==> config.mk <==
export PLATFORM = sky130hd
export DESIGN_NAME = shadow_attr_ctrl
export DESIGN_NICKNAME = d
export VERILOG_FILES = /design/src/rtl/shadow_pkg.sv /design/src/rtl/shadow_cfg_regs.sv /design/src/rtl/shadow_decode.sv /design/src/rtl/shadow_attr_ctrl.sv
export SDC_FILE = /design/constraint.sdc
export NUM_CORES = 1
export LEC_CHECK = 0
export BUFFER_PORTS_ARGS = -buffer_cell sky130_fd_sc_hd__buf_2
export CAP_MARGIN = 0
export CORE_MARGIN = 2
export CORE_UTILIZATION = 40
export DETAILED_ROUTE_END_ITERATION = 10
export PLACE_DENSITY = 0.64
export SYNTH_ARGS = -nofsm -noshare
export SYNTH_HDL_FRONTEND = slang
export SYNTH_SLANG_ARGS = --single-unit
==> constraint.sdc <==
create_clock -name clk -period 1.6 [get_ports clk]
set_clock_uncertainty 0.1 [all_clocks]
set_input_delay 0.16 -clock clk [delete_from_list [all_inputs] [get_ports clk]]
set_output_delay 0.16 -clock clk [all_outputs]
set_load 0.05 [all_outputs]
==> src/rtl/shadow_pkg.sv <==
package shadow_pkg;
    localparam int unsigned NREG     = 5;
    localparam int unsigned OFF_W    = $clog2(NREG);
    localparam logic [7:0]  REG_BASE = 8'h10;

    // slot numbers within the register file (index - REG_BASE)
    localparam int unsigned S_MISC = 0;
    localparam int unsigned S_CTL  = 1;
    localparam int unsigned S_LOW  = 2;
    localparam int unsigned S_OPT  = 3;
    localparam int unsigned S_TOP  = 4;

    typedef logic [NREG-1:0][7:0] reg_bank_t;

    localparam reg_bank_t REG_RESET = {8'h00, 8'h00, 8'h00, 8'hF0, 8'h3F};

    typedef enum logic [1:0] {
        WR_EXT = 2'b00,
        WR_INT = 2'b01,
        WR_OFF = 2'b10
    } wr_tgt_e;

    typedef struct packed {
        logic [7:0] idx;
        reg_bank_t  regs;
    } cfg_t;
endpackage

==> src/rtl/shadow_cfg_regs.sv <==
module shadow_cfg_regs
    import shadow_pkg::*;
#(
    parameter int unsigned IO_W      = 16,
    parameter logic [15:0] IDX_PORT  = 16'h0022,
    parameter logic [15:0] DATA_PORT = 16'h0024
) (
    input  logic            clk,
    input  logic            rst_n,
    input  logic            io_wr,
    input  logic            io_rd,
    input  logic [IO_W-1:0] io_addr,
    input  logic [7:0]      io_wdata,
    output logic [7:0]      io_rdata,
    output logic [7:0]      cfg_idx,
    output reg_bank_t       cfg_regs
);
    cfg_t             cfg_d, cfg_q;
    logic [7:0]       off;
    logic             in_range;
    logic [OFF_W-1:0] slot;

    always_comb begin
        off      = cfg_q.idx - REG_BASE;
        in_range = (cfg_q.idx >= REG_BASE) && (off < 8'(NREG));
        slot     = off[OFF_W-1:0];

        cfg_d = cfg_q;
        if (io_wr && io_addr == IDX_PORT[IO_W-1:0]) begin
            cfg_d.idx = io_wdata;
        end else if (io_wr && io_addr == DATA_PORT[IO_W-1:0] && in_range) begin
            cfg_d.regs[slot] = io_wdata;
        end

        if (io_rd && io_addr == DATA_PORT[IO_W-1:0])
            io_rdata = in_range ? cfg_q.regs[slot] : 8'h00;
        else
            io_rdata = 8'hFF;
    end

    always_ff @(posedge clk) begin
        if (!rst_n) begin
            cfg_q.idx  <= 8'h00;
            cfg_q.regs <= REG_RESET;
        end else begin
            cfg_q <= cfg_d;
        end
    end

    assign cfg_idx  = cfg_q.idx;
    assign cfg_regs = cfg_q.regs;
endmodule

==> src/rtl/shadow_decode.sv <==
module shadow_decode
    import shadow_pkg::*;
#(
    parameter int unsigned ADDR_W = 20
) (
    input  logic [ADDR_W-1:0] mem_addr,
    input  reg_bank_t         cfg_regs,
    output logic              rd_int,
    output logic [1:0]        wr_sel,
    output logic              below_win
);
    localparam int unsigned NSEG_LO = 3;

    logic [NSEG_LO-1:0] seg_rd;
    wr_tgt_e            seg_wr [NSEG_LO];
    logic [1:0]         chunk;
    logic [1:0]         seg;
    logic               in_win;

    assign chunk  = mem_addr[15:14];
    assign seg    = mem_addr[17:16];
    assign in_win = (mem_addr[ADDR_W-1:18] == '1);

    for (genvar s = 0; s < NSEG_LO; s++) begin : g_seg
        logic [3:0] chunk_bits;
        logic       en, wp;
        if (s == 0) begin : g_c
            assign chunk_bits = cfg_regs[S_OPT][7:4];
        end else if (s == 1) begin : g_d
            assign chunk_bits = cfg_regs[S_LOW][3:0];
        end else begin : g_e
            assign chunk_bits = cfg_regs[S_LOW][7:4];
        end
        assign en = cfg_regs[S_CTL][4+s];
        assign wp = cfg_regs[S_CTL][s];

        always_comb begin
            if (en && chunk_bits[chunk]) begin
                seg_rd[s] = 1'b1;
                seg_wr[s] = wp ? WR_OFF : WR_INT;
            end else begin
                seg_rd[s] = 1'b0;
                seg_wr[s] = WR_EXT;
            end
        end
    end

    always_comb begin
        below_win = !in_win;
        rd_int    = 1'b0;
        wr_sel    = WR_EXT;
        if (in_win) begin
            if (seg == 2'd3) begin
                if (cfg_regs[S_CTL][7]) begin
                    rd_int = 1'b0;
                    wr_sel = WR_INT;
                end else begin
                    rd_int = 1'b1;
                    wr_sel = cfg_regs[S_TOP][7] ? WR_INT : WR_OFF;
                end
            end else begin
                rd_int = seg_rd[seg];
                wr_sel = seg_wr[seg];
            end
        end
    end
endmodule

==> src/rtl/shadow_attr_ctrl.sv <==
module shadow_attr_ctrl
    import shadow_pkg::*;
#(
    parameter int unsigned IO_W   = 16,
    parameter int unsigned ADDR_W = 20
) (
    input  logic              clk,
    input  logic              rst_n,
    input  logic              io_wr,
    input  logic              io_rd,
    input  logic [IO_W-1:0]   io_addr,
    input  logic [7:0]        io_wdata,
    output logic [7:0]        io_rdata,
    input  logic [ADDR_W-1:0] mem_addr,
    output logic              rd_int,
    output logic [1:0]        wr_sel,
    output logic              below_win
);
    logic [7:0] cfg_idx;
    reg_bank_t  cfg_regs;

    shadow_cfg_regs #(.IO_W(IO_W)) u_regs (
        .clk      (clk),
        .rst_n    (rst_n),
        .io_wr    (io_wr),
        .io_rd    (io_rd),
        .io_addr  (io_addr),
        .io_wdata (io_wdata),
        .io_rdata (io_rdata),
        .cfg_idx  (cfg_idx),
        .cfg_regs (cfg_regs)
    );

    shadow_decode #(.ADDR_W(ADDR_W)) u_dec (
        .mem_addr  (mem_addr),
        .cfg_regs  (cfg_regs),
        .rd_int    (rd_int),
        .wr_sel    (wr_sel),
        .below_win (below_win)
    );
endmodule

==> impl_metrics.toml <==
[synth]
ys_seq_elements = 48
synth-adder-area-share_pct = 0
async_reset_ff_share_pct = 0
syn_area_sq_um = 2580
synth-compound-area-share_pct = 4.41
mappedNetlistNets = 307
synth.distinct_cells = 35
ys.flop_type = "dfxtp_1"
muxShareOfSynthArea_pct = 31.1
avgSynthCellArea_sq_um = 9.96
synth_edf_count = 0
synth_top_family_by_area = "multiplexers"
synth-seq-area-share_pct = 37.2
yosys.area_share.simple_pct = 23.0
netlist_instances = 259
synthXorXnorAreaFrac_pct = 0
yosysWarnings = 0

[timing]
final.setup.worst_slack_ps = -352
hold_violations = 0
setup_viol = 42
worst_pin_slew_ps = 388
report.final.slew_viol_count = 0
fin_crit_ps = 1950
fmax_mhz = 512
fin_crit_sh_pct = 122
maxSlewHeadroom_pct = 74.1
rsz0062_at_grt = "true"
timing.hold.ws_ps = 21.7

[placement]
port_buffers = 45
dp_hpwl_microns = 5130
routabilityCongestion = 0.825
pre_cts_slack_ps = -298
dpl_cell_area_sq_um = 3220

[clocking]
cts_buffer_depth = 2
cts_tree = "yes"
clk_latency_ps = 310
cts_root_buffer = "clkbuf_8"
clock-sinks = 48
clk_pin_slew_ps = 90
cts_buffers = 5
htreeDepth = 2

[final_layout]
fill_cells = 537
fin_area_sq_um = 3600
nNetsFinal = 376
seqCellArea_sq_um = 980
area_growth_pct = 39.4
final_cell_mix = "52 x mux2i_1, 50 x nand2_1, 37 x dfxtp_1"
diodes = 0
layout-drive-gt1-share_pct = 44.1
fin_util_pct = 57.3
layout_commonest_cell = "mux2i_1"
multi_input_area_sq_um = 1790

[critical_path]
arrival_ps = 1690
required_ps = 1340
end_kind = "output port"
crit_path_start = "u_regs.cfg_idx[1]$_SDFFE_PN0P_"
r2r_start = "u_regs.cfg_idx[7]$_SDFFE_PN0P_"
cp_max_fo = 7
r2r_slack_ps = -130
startpoint_type = "flop"
path_class = "flop to output port"

[grt]
grt_pass1_wl_microns = 10900
grt.total_usage_pct = 19.6
antenna_found_initial = 0
grt_max_degree = 29
grt_pass1_vias = 2184
grt_overflow = 0

[power_and_ir_drop]
p_int_mw = 1.62
power_switching_share_pct = 24.4
pwr-share-clk_pct = 36.0
p_leak_nw = 1.51
powerDensity_nw_per_um2 = 595
p_switching_mw = 0.521
p_seq_share_pct = 55.6
vdd_drop_max_uv = 416
power_frac_comb_pct = 8.5
total_power_mw = 2.14

[run_status]
violations = "negative setup slack"
status = "finished, violations left"

[job]
maxCapViolations = 0

[floorplanning]
die_w_microns = 84.3
fp.dieH_microns = 84.3
die_area_sq_um = 7110
io_pins = 60
core-area_sq_um = 6280
start_util_pct = 41.1
rows = 29

[detailed_routing]
ant_nets = 0
drt-total-wl_microns = 6730
drtIter0Drc = 88
wire_per_inst_microns = 16.6
via_per_inst = 5.30
via_count = 2151
drt_pre_antenna_iters = 4
drc = 0

[worst_hold_path]
holdCritStartpoint = "io_wdata[0]"
worst_hold_path_type = "input port to flop"
-- flip-flops by register name (all words and copies together) (netlist names) --
signal	cells
u_regs.cfg_idx	8
u_regs.cfg_regs	40
-- power groups by stage --
| stage | Sequential [mW] | Combinational [mW] | Clock [mW] |
|---|---|---|---|
| after floorplan | 1.22 | 0.0935 | 0 |
| after global placement | 1.22 | 0.174 | 0 |
| after detailed placement | 1.22 | 0.176 | 0 |
| after CTS | 1.19 | 0.181 | 0.783 |
| after global routing | 1.19 | 0.198 | 0.832 |
| final | 1.19 | 0.181 | 0.770 |
-- worst max-delay path: stages (launching register included) --
cell and delay, ps:
dfxtp_4 420, mux4_2 560, mux2i_4 190, o21ai_4 60, buf_6 150
-- layer usage --
| metal | part of all wire [%] | routed length, microns | global-route usage (%) |
|---|---|---|---|
| met5 | 0 | 0 | 0 |
| met4 | 2.0 | 136 | 7.04 |
| met3 | 3.8 | 253 | 3.24 |
| met2 | 52 | 3500 | 34.0 |
| met1 | 42 | 2840 | 24.6 |
-- logic make-up (layout without fill, tap and decap cells) --
family | count (synthesis) | after routing
AO/OA/AOI/OAI | 21 | 21
buffers and inverters | 21 | 91
flip-flops | 48 | 48
multiplexers | 69 | 69
AND/OR/NAND/NOR | 100 | 100
-- final cells by class --
| class | count | area share, % |
|---|---|---|
| Multi-Input combinational cell | 190 | 49.7 |
| Tap cell | 77 | 2.68 |
| Clock buffer | 7 | 2.40 |
| Sequential cell | 48 | 27.2 |
| Clock inverter | 1 | 0.209 |
| Timing Repair Buffer | 82 | 17.6 |
| Inverter | 1 | 0.104 |
-- cell usage after synthesis (2+ instances only) --
cell type | count | area share [%]
buf_2 | 3 | 0.58
clkbuf_1 | 10 | 1.5
a21oi_1 | 4 | 0.78
and4_1 | 2 | 0.68
dfxtp_1 | 48 | 37
nor2_1 | 4 | 0.58
mux2i_1 | 60 | 23
mux4_2 | 9 | 7.9
nand2_1 | 51 | 7.4
nor4_1 | 2 | 0.48
buf_4 | 5 | 1.5
nand3b_1 | 3 | 0.87
and4b_1 | 2 | 0.78
nand4_4 | 3 | 2.5
o22ai_1 | 2 | 0.48
o21ai_0 | 12 | 2.3
a211oi_1 | 2 | 0.58
nor2b_1 | 18 | 4.4
nor3b_1 | 3 | 0.87
-- timing repair --
| item | 4_1_cts | 5_1_grt |
|---|---|---|
| setup endpoints to repair | 43 | 41 |
| setup buffers | 0 | 4 |
| gates resized for setup | 51 | 17 |
| hold buffers | 0 | 0 |
| pin swaps | 5 | 4 |
-- worst paths after layout --
check	cells after the start	endpoint
max reg2reg	7	u_regs.cfg_regs[38]$_SDFFE_PN0P_
min	3	u_regs.cfg_regs[0]$_SDFFE_PN1P_
min reg2reg	2	u_regs.cfg_regs[6]$_SDFFE_PN0P_
max	4	io_rdata[4]
-- metrics by stage --
step           instances  setup TNS, ps
5_1_grt              406          -8300
3_5_place_dp         394          -6720
4_1_cts              402          -3610
2_1_floorplan        259          -3670
6_report             406          -5330
3_3_place_gp         394          -6180
(Power assumes the default switching activity.)
